`src/rtl/duty_conv_pkg.sv`:
```
package duty_conv_pkg;
  parameter int FLT_W = 32;
  parameter int EXP_W = 8;
  parameter int MAN_W = 23;
  localparam int BIAS = (1 << (EXP_W - 1)) - 1;

  typedef struct packed {
    logic             sign;
    logic [EXP_W-1:0] expo;
    logic [MAN_W-1:0] mant;
  } flt_t;

  typedef enum logic [1:0] {
    KIND_ZERO   = 2'd0,
    KIND_FRAC   = 2'd1,
    KIND_SAT    = 2'd2
  } flt_kind_e;
endpackage

```
`src/rtl/flt_classify.sv`:
```
module flt_classify
  import duty_conv_pkg::*;
(
  input  logic [FLT_W-1:0] word,
  output flt_kind_e        kind,
  output logic [EXP_W-1:0] expo,
  output logic [MAN_W-1:0] mant
);
  localparam logic [EXP_W-1:0] EXP_ONES = '1;
  localparam logic [EXP_W-1:0] EXP_ONE  = EXP_W'(BIAS);

  flt_t f;
  assign f    = flt_t'(word);
  assign expo = f.expo;
  assign mant = f.mant;

  always_comb begin
    if (f.sign)                                  kind = KIND_ZERO;
    else if (f.expo == EXP_ONES && f.mant != '0) kind = KIND_ZERO;
    else if (f.expo == '0)                       kind = KIND_ZERO;
    else if (f.expo >= EXP_ONE)                  kind = KIND_SAT;
    else                                         kind = KIND_FRAC;
  end
endmodule

```
`src/rtl/q_convert.sv`:
```
module q_convert
  import duty_conv_pkg::*;
#(
  parameter int FRAC_W = 15,
  localparam int FIX_W = FRAC_W + 1
) (
  input  logic             clk,
  input  logic             rst_n,
  input  logic             in_valid,
  input  logic [FLT_W-1:0] in_word,
  output logic             fix_valid,
  output logic [FIX_W-1:0] fix_q
);
  localparam int SIG_W   = MAN_W + 1;
  localparam int SH_BASE = BIAS + MAN_W - FRAC_W;
  localparam logic [FIX_W-1:0] FIX_MAX = {1'b0, {FRAC_W{1'b1}}};

  flt_kind_e        kind;
  logic [EXP_W-1:0] expo;
  logic [MAN_W-1:0] mant;
  logic [EXP_W:0]   sh;
  logic [SIG_W-1:0] shifted;
  logic [FIX_W-1:0] fix_next;

  flt_classify u_cls (
    .word (in_word),
    .kind (kind),
    .expo (expo),
    .mant (mant)
  );

  always_comb begin
    sh      = (EXP_W+1)'(SH_BASE) - {1'b0, expo};
    shifted = {1'b1, mant} >> sh;
    unique case (kind)
      KIND_SAT:  fix_next = FIX_MAX;
      KIND_FRAC: fix_next = FIX_W'(shifted);
      default:   fix_next = '0;
    endcase
  end

  always_ff @(posedge clk or negedge rst_n) begin
    if (!rst_n) begin
      fix_valid <= 1'b0;
      fix_q     <= '0;
    end else begin
      fix_valid <= in_valid;
      if (in_valid) fix_q <= fix_next;
    end
  end

  p_valid_follow_r2: assert property (@(posedge clk) disable iff (!rst_n)
    in_valid |=> fix_valid);
  p_negative_zero_r3: assert property (@(posedge clk) disable iff (!rst_n)
    (in_valid && in_word[FLT_W-1]) |=> (fix_q == '0));
  p_saturate_r4: assert property (@(posedge clk) disable iff (!rst_n)
    (in_valid && !in_word[FLT_W-1] && in_word[FLT_W-2 -: EXP_W] >= EXP_W'(BIAS)
     && !(in_word[FLT_W-2 -: EXP_W] == '1 && in_word[MAN_W-1:0] != '0))
    |=> (fix_q == FIX_MAX));
  p_sign_clear_r4: assert property (@(posedge clk) disable iff (!rst_n)
    !fix_q[FIX_W-1]);
endmodule

```
`src/rtl/period_scale.sv`:
```
module period_scale #(
  parameter int FIX_W = 16,
  parameter int PER_W = 16,
  localparam int FRAC_W = FIX_W - 1,
  localparam int PROD_W = FIX_W + PER_W + 1
) (
  input  logic             clk,
  input  logic             rst_n,
  input  logic             en,
  input  logic [FIX_W-1:0] fix_q,
  input  logic [PER_W-1:0] period,
  output logic             out_valid,
  output logic [PER_W-1:0] out_ticks
);
  logic signed [FIX_W-1:0]  a_s;
  logic signed [PER_W:0]    b_s;
  logic signed [PROD_W-1:0] prod;
  logic [PER_W-1:0]         ticks_next;

  assign a_s        = $signed(fix_q);
  assign b_s        = $signed({1'b0, period});
  assign prod       = PROD_W'(a_s) * PROD_W'(b_s);
  assign ticks_next = PER_W'(prod >>> FRAC_W);

  always_ff @(posedge clk or negedge rst_n) begin
    if (!rst_n) begin
      out_valid <= 1'b0;
      out_ticks <= '0;
    end else begin
      out_valid <= en;
      if (en) out_ticks <= ticks_next;
    end
  end

  p_valid_follow_r2: assert property (@(posedge clk) disable iff (!rst_n)
    en |=> out_valid);
  p_below_period_r6: assert property (@(posedge clk) disable iff (!rst_n)
    (en && period != '0 && !fix_q[FIX_W-1]) |=> (out_ticks < $past(period)));
  p_prod_nonneg_r6: assert property (@(posedge clk) disable iff (!rst_n)
    (en && !fix_q[FIX_W-1]) |-> !prod[PROD_W-1]);
  p_hold_r7: assert property (@(posedge clk) disable iff (!rst_n)
    !out_valid |-> $stable(out_ticks));
endmodule

```
`src/rtl/duty_tick_conv.sv`:
```
module duty_tick_conv
  import duty_conv_pkg::*;
#(
  parameter int FRAC_W = 15,
  parameter int PER_W  = 16,
  localparam int FIX_W = FRAC_W + 1
) (
  input  logic             clk,
  input  logic             rst_n,
  input  logic             cmd_valid,
  input  logic [FLT_W-1:0] cmd_float,
  input  logic [PER_W-1:0] period,
  output logic             duty_valid,
  output logic [PER_W-1:0] duty_ticks
);
  logic             fix_valid;
  logic [FIX_W-1:0] fix_q;

  q_convert #(.FRAC_W(FRAC_W)) u_conv (
    .clk       (clk),
    .rst_n     (rst_n),
    .in_valid  (cmd_valid),
    .in_word   (cmd_float),
    .fix_valid (fix_valid),
    .fix_q     (fix_q)
  );

  period_scale #(.FIX_W(FIX_W), .PER_W(PER_W)) u_scale (
    .clk       (clk),
    .rst_n     (rst_n),
    .en        (fix_valid),
    .fix_q     (fix_q),
    .period    (period),
    .out_valid (duty_valid),
    .out_ticks (duty_ticks)
  );

  p_reset_clear_r1: assert property (@(posedge clk)
    $rose(rst_n) |-> (!duty_valid && duty_ticks == '0));
endmodule

```
`config.mk`:
```
export PLATFORM = sky130hd
export DESIGN_NAME = duty_tick_conv
export DESIGN_NICKNAME = d
export VERILOG_FILES = /design/src/rtl/duty_conv_pkg.sv /design/src/rtl/flt_classify.sv /design/src/rtl/q_convert.sv /design/src/rtl/period_scale.sv /design/src/rtl/duty_tick_conv.sv
export SDC_FILE = /design/constraint.sdc
export NUM_CORES = 1
export LEC_CHECK = 0
export ABC_CLOCK_PERIOD_IN_PS = 8500
export CAP_MARGIN = 10
export CORE_MARGIN = 8
export CORE_UTILIZATION = 50
export DETAILED_ROUTE_END_ITERATION = 6
export GPL_TIMING_DRIVEN = 0
export PLACE_DENSITY = 0.77
export SLEW_MARGIN = 20
export SYNTH_ARGS = -nofsm -noshare
export SYNTH_HDL_FRONTEND = slang
export SYNTH_SLANG_ARGS = --single-unit
```
`constraint.sdc`:
```
create_clock -name clk -period 8.5 [get_ports clk]
set_clock_uncertainty 0.2 [all_clocks]
set_input_delay 2.125 -clock clk [delete_from_list [all_inputs] [get_ports clk]]
set_output_delay 2.125 -clock clk [all_outputs]
set_load 0.05 [all_outputs]
```
==> impl_metrics.env, run 1 <==
export IMPL_cts_max_level=2
export IMPL_power_density_nw_per_um2=117
export IMPL_die_w_um=164
export IMPL_hold_class="flop to flop"
export IMPL_stdcell_area_um2=12200
export IMPL_postPlaceCellArea_um2=11900
export IMPL_place_hpwl_mm=24.4
export IMPL_path_common_cell="fa_1"
export IMPL_rsz0062_at_grt="false"
export IMPL_final_period_utilization=0.978
export IMPL_yosysTopAreaCellShare=0.355
export IMPL_ys_seq_area_frac=0.0782
export IMPL_dieArea_um2=26700
export IMPL_cts_tree="yes"
export IMPL_hold_viol_final=0
export IMPL_synth_edf_count=0
export IMPL_grt_ovfl_total=0
export IMPL_wl_per_cell_um=18.2
export IMPL_fp_row_count=54
export IMPL_power_leakage_nw=6.08
export IMPL_synthTopCellsByCount="255 x inv_1, 193 x fa_1, 158 x nand2_1"
export IMPL_run_status="complete, no violations"
export IMPL_ant_nets=0
export IMPL_crit_path_end_kind="flop"
export IMPL_gr_usage_all_layers=0.222
export IMPL_multiInputGateArea_um2=8930
export IMPL_grt_first_pass_wirelength_mm=47.4
export IMPL_max_freq_mhz=120
export IMPL_drtIter0Drc=674
export IMPL_root_buffer="clkbuf_16"
export IMPL_place_congestion=0.990
export IMPL_cts_sinks=34
export IMPL_crit_slowest_cell="clkdlybuf4s50_1"
export IMPL_fp_dieH_um=164
export IMPL_postSynthAreaPerCell_um2=8.80
export IMPL_max_cap_violations=0
export IMPL_final_util=0.564
export IMPL_postSynthCellCount=1236
export IMPL_viasPerCell=5.70
export IMPL_max_stage_delay_ns=0.64
export IMPL_ys_warnings_count=0
export IMPL_synth_seq_cells=34
export IMPL_final_nets=1666
export IMPL_cp_cell_sequence="clkdlybuf4s50_1 > buf_2 > and2_1 > fa_1 > fa_1 > fa_1 > fa_1 > fa_1 > inv_1 > fa_1 > inv_1 > ha_1 > and4_2 > a41o_1 > a211oi_4 > a2111oi_4 > nor3_2 > or4_1 > nand4_1"
export IMPL_combPwrFrac=0.722
export IMPL_antenna_found_initial=0
export IMPL_cp_start_kind="input port"
export IMPL_remaining_drc_errors=0
export IMPL_slew_violations=0
export IMPL_dp_cells=1583
export IMPL_num_vias=9071
export IMPL_dr_pass1_iters=5
export IMPL_crit_required_ns=8.51
export IMPL_fillers=1919
export IMPL_ios=68
export IMPL_synthDistinctLibCells=58
export IMPL_synthTopCellsByArea="fa_1 36%, ha_1 13%, inv_1 8.8%"
export IMPL_clkTransAtPathRegs_ns=0.05
export IMPL_syn_area_um2=10900
export IMPL_start_util=0.503
export IMPL_async_reset_ff_frac=1.00
export IMPL_yosysMostFrequentCell="inv_1"
export IMPL_path_max_fanout=10
export IMPL_clk_latency_ns=0.28
export IMPL_final_seq_area_um2=851
export IMPL_slew_headroom=0.561
export IMPL_synthesis_nets=1591
export IMPL_setup_viol=0
export IMPL_internal_power_uw=715
export IMPL_layout_cells_non_filler=1592
export IMPL_swShare=0.501
export IMPL_diodes=0
export IMPL_grt_max_degree=19
export IMPL_grt_pass1_vias=9511
export IMPL_min_period_ns=8.31
export IMPL_total_power_mw=1.43
export IMPL_p_sw_uw=718
export IMPL_cts_buffers=5
export IMPL_syn2layout_area_growth_pct=12.1
export IMPL_worst_slew_pin_slew_ns=0.658
export IMPL_yosys_area_top_type="fa_1"
export IMPL_share_seq_of_total_power=0.152
export IMPL_clockBufferDepth=2
export IMPL_crit_type="input port to flop"
export IMPL_ir_drop_v=0.000118
export IMPL_drive_gt1_frac=0.0556
export IMPL_portBuffers=66
export IMPL_synth_main_ff_cell="dfrtp_1"
export IMPL_cp_arrival_ns=8.32
export IMPL_wirelength_mm=28.9
export IMPL_core_um2=21600
export IMPL_power_frac_clock=0.126
-- critical path: cells and delay by family --
family / cells / cell delay (ns)
simple gates: 5 / 1.16
fa+ha+maj: 7 / 3.15
buf+inv: 4 / 1.03
compound gates: 3 / 0.86
-- metal layers --
metal,share of wire,wire (µm),vias up,GRT usage
met5,0,0,-,0
met4,0.047,1350,0,0.103
met3,0.092,2670,64,0.0489
met2,0.46,13200,439,0.352
met1,0.40,11700,4491,0.286
li1,-,-,4077,-
-- kinds of logic after synthesis --
kind of cell,Yosys count,synth area share
xor+xnor,13,0.0105
flops,34,0.0782
compound gates,151,0.0970
fa+ha+maj,304,0.483
mux,45,0.0484
simple gates,376,0.174
buf+inv,313,0.109
-- per-stage QoR --
step                worst slack [ns]  setup TNS [ns]  hold WS (ns)
floorplan                      0.652               0         0.263
global placement               -1.14          -11.66         0.266
detailed placement             -1.28          -13.41         0.270
CTS                         -0.00910        -0.00910         0.285
global route                 0.00706               0         0.303
finish                         0.189               0         0.287
-- registers in the layout, indices dropped and copies added (netlist names) --
| signal | count |
|---|---|
| u_conv.fix_q | 16 |
| u_scale.out_ticks | 16 |
| u_conv.fix_valid | 1 |
| u_scale.out_valid | 1 |
-- cell usage in the layout, fill, tap and decap left out, types with 6 or more instances in the layout --
cell type / netlist / final
a211oi_1: 14 / 11
a21o_1: 8 / 8
a21oi_1: 28 / 28
a31oi_1: 8 / 8
and2_1: 117 / 117
buf_2: 6 / 8
clkbuf_1: 50 / 36
clkbuf_2: 0 / 9
clkbuf_4: 0 / 9
clkdlybuf4s50_1: 0 / 51
dfrtp_1: 34 / 34
dlymetal6s2s_1: 0 / 6
fa_1: 193 / 193
ha_1: 111 / 111
inv_1: 255 / 255
mux2_2: 11 / 11
mux2i_1: 29 / 29
nand2_1: 158 / 158
nand2b_1: 13 / 13
nand3_1: 11 / 11
nand4_1: 8 / 8
nor2_1: 22 / 22
nor2b_1: 6 / 6
nor3_1: 11 / 10
nor4_1: 7 / 6
o211ai_1: 8 / 8
o21a_1: 6 / 6
o21ai_0: 21 / 19
o22ai_1: 17 / 17
xnor2_1: 9 / 9
-- power by group through the flow --
stage	clock, mW	combinational, mW	sequential (mW)
floorplan	0	0.622	0.301
global placement	0	0.980	0.217
detailed placement	0	1.01	0.220
CTS	0.184	1.03	0.217
global route	0.188	1.15	0.221
finish	0.180	1.03	0.218
-- cell type report --
type,instances,share of cell area
multi-input cells,889,0.732
inverters,255,0.0785
flip-flops and latches,34,0.0698
repair buffers,68,0.0563
well taps,280,0.0287
plain buffers,58,0.0226
clock buffers,7,0.0117
clock inverters,1,0.000410
-- path summary, 6_finish.rpt --
kind,start,slack (ns),depth (start not counted),to
worst max-delay path,period[3],0.19,19,u_scale.out_ticks[14]
worst min-delay path,u_scale.out_ticks[8],0.29,1,u_scale.out_ticks[8]
worst max register to register,u_conv.fix_q[8],1.48,20,u_scale.out_ticks[14]
worst min register to register,u_scale.out_ticks[8],0.29,1,u_scale.out_ticks[8]
max in group asynchronous,rst_n,6.06,2,u_conv.fix_q[9]
min in group asynchronous,rst_n,1.59,1,u_scale.out_ticks[13]
-- timing repair --
item / 4_1_cts / 5_1_grt
pin swaps: 1 / 1
hold buffers: 0 / 0
buffers inserted: 1 / 0
resized for setup: 39 / 40
setup endpoints to repair: 15 / 12
(Power assumes the default switching activity.)
==> inputs of run 2 (changes only) <==
Settings changed: ABC_CLOCK_PERIOD_IN_PS 8500 to unset, REMOVE_ABC_BUFFERS set to 1.
==> run 2 against run 1 <==
Effect of this change:
- worst setup slack gained 0.099 ns
- critical path depth grew 1
- final cell count shrank 3.7%
- largest power group unchanged
- largest cell class unchanged
- clock-buffer cell count shrank 2
- critical endpoint is now u_scale.out_ticks[10]
==> impl_metrics.env, run 2 (synthesized netlist as in run 1, its figures left out) <==
export IMPL_stdcell_area_um2=11900
export IMPL_max_cap_violations=0
export IMPL_path_buf_inv=5
export IMPL_grt_ovfl_total=0
export IMPL_worst_slack_ns=0.288
export IMPL_power_leakage_nw=5.87
export IMPL_cp_cell_sequence="clkdlybuf4s15_2 > and2_1 > fa_1 > inv_1 > fa_1 > inv_1 > fa_1 > fa_1 > fa_1 > inv_1 > fa_1 > inv_1 > ha_1 > nand2_1 > o21ai_1 > a211oi_2 > a2111oi_4 > nor3_2 > xnor2_1 > mux2_2"
export IMPL_wirelength_mm=27.6
export IMPL_hold_class="flop to flop"
export IMPL_reg2reg_from="u_conv.fix_q[7]"
export IMPL_max_stage_delay_ns=0.55
export IMPL_cts_max_level=2
export IMPL_ios=68
export IMPL_cts_tree="yes"
export IMPL_crit_path_end_kind="flop"
export IMPL_crit_required_ns=8.47
export IMPL_final_nets=1608
export IMPL_viasPerCell=5.61
export IMPL_hold_path_startpoint="u_scale.out_ticks[4]"
export IMPL_dieArea_um2=26700
export IMPL_reg2reg_depth=20
export IMPL_cts_buffers=5
export IMPL_power_density_nw_per_um2=117
export IMPL_cp_start_kind="input port"
export IMPL_final_setup_tns_ns=0
export IMPL_r2r_slack_ns=1.72
export IMPL_hold_viol_final=0
export IMPL_top_regs="u_conv.fix_q x16, u_scale.out_ticks x16"
export IMPL_clk_latency_ns=0.29
export IMPL_final_util=0.548
export IMPL_drive_gt1_frac=0.0487
export IMPL_ir_drop_v=0.0000879
export IMPL_syn2layout_area_growth_pct=8.94
export IMPL_place_congestion=0.932
export IMPL_holdWs_ns=0.282
export IMPL_slew_violations=0
export IMPL_drtIter0Drc=523
export IMPL_fp_row_count=54
export IMPL_gr_usage_all_layers=0.219
export IMPL_antenna_found_initial=0
export IMPL_ant_nets=0
export IMPL_crit_type="input port to flop"
export IMPL_fp_dieH_um=164
export IMPL_clkTransAtPathRegs_ns=0.05
export IMPL_path_max_fanout=16
export IMPL_core_um2=21600
export IMPL_slew_headroom=0.271
export IMPL_hold_buffers=0
export IMPL_grt_first_pass_wirelength_mm=46.7
export IMPL_start_util=0.503
export IMPL_rr_endpoint="u_scale.out_ticks[10]"
export IMPL_clockBufferDepth=2
export IMPL_portBuffers=67
export IMPL_root_buffer="clkbuf_16"
export IMPL_grt_max_degree=39
export IMPL_setup_viol=0
export IMPL_wl_per_cell_um=18.0
export IMPL_worst_slew_pin_slew_ns=1.09
export IMPL_rsz0062_at_grt="false"
export IMPL_dr_pass1_iters=4
export IMPL_num_vias=8604
export IMPL_postPlaceCellArea_um2=11700
export IMPL_grt_pass1_vias=9430
export IMPL_cts_sinks=34
export IMPL_cp_top_family="adder cells"
export IMPL_min_period_ns=8.21
export IMPL_diodes=0
export IMPL_run_status="complete, no violations"
export IMPL_place_hpwl_mm=21.4
export IMPL_max_freq_mhz=122
export IMPL_whs_endpoint="u_scale.out_ticks[4]"
export IMPL_cp_arrival_ns=8.18
export IMPL_layout_commonest_cell="inv_1"
export IMPL_dp_worst_setup_slack_ns=-0.830
export IMPL_final_period_utilization=0.966
export IMPL_layout_common_cells="255 x inv_1, 193 x fa_1, 158 x nand2_1"
export IMPL_crit_slowest_cell="a2111oi_4"
export IMPL_path_common_cell="fa_1"
export IMPL_hold_depth=2
export IMPL_die_w_um=164
export IMPL_remaining_drc_errors=0
==> run 2: cell count changes in the layout (fill, tap and decap cells not counted), sizes merged <==
cell           before  now
buf                14    4
dlymetal6s2s        6    0
dlygate4sd2         1    0
clkinv              1    2
clkdlybuf4s50      51   48
clkdlybuf4s15       1    8
clkbuf             60   13
==> run 2: per-layer routing <==
metal	track usage	vias to the layer above	routed length [µm]
li1	-	3964	-
met1	0.271	4284	11400
met2	0.364	289	13100
met3	0.0517	67	2020
met4	0.0835	0	1060
met5	0	-	0
==> run 2: report_power, final <==
part / internal, mW / switching [mW] / total, mW
Combinational: 0.392 / 0.586 / 0.978
Sequential: 0.192 / 0.0462 / 0.239
Clock: 0.106 / 0.0676 / 0.173
Total: 0.690 / 0.700 / 1.39
==> run 2: repair_timing <==
action | 4_1_cts | 5_1_grt
gates cloned | 0 | 0
pin swaps | 0 | 1
endpoints found under the setup margin | 12 | 12
gates resized for setup | 34 | 24
buffers inserted | 0 | 0
==> run 2: layout make-up <==
cell class | count | area, µm²
repair buffers | 68 | 646
clock inverters | 2 | 10.0
multi-input cells | 889 | 8910
clock buffers | 5 | 125
well taps | 280 | 350
flip-flops and latches | 34 | 851
inverters | 255 | 957
fillers | 1982 | 9770
==> run 2: worst max path at each step <==
| stage | startpoint | end | cells after the start |
|---|---|---|---|
| final | period[5] | u_scale.out_ticks[10] | 20 |
| after global routing | period[5] | u_scale.out_ticks[12] | 20 |
| after CTS | period[10] | u_scale.out_ticks[10] | 19 |
| after detailed placement | period[5] | u_scale.out_ticks[10] | 20 |
| after global placement | period[6] | u_scale.out_ticks[10] | 21 |
| after floorplan | period[13] | u_scale.out_ticks[13] | 19 |
==> run 2: tightest hold or removal path: cells and delay by family, from the launching register on <==
kind             cells  cell delay [ns]
flip-flops           1             0.34
AND/OR/NAND/NOR      2             0.10
==> run 2: per-stage QoR <==
step           std cells  total power [mW]
2_1_floorplan       1178             0.902
3_3_place_gp        1525              1.18
3_5_place_dp        1526              1.21
4_1_cts             1533              1.39
5_1_grt             1533              1.53
6_report            1533              1.39
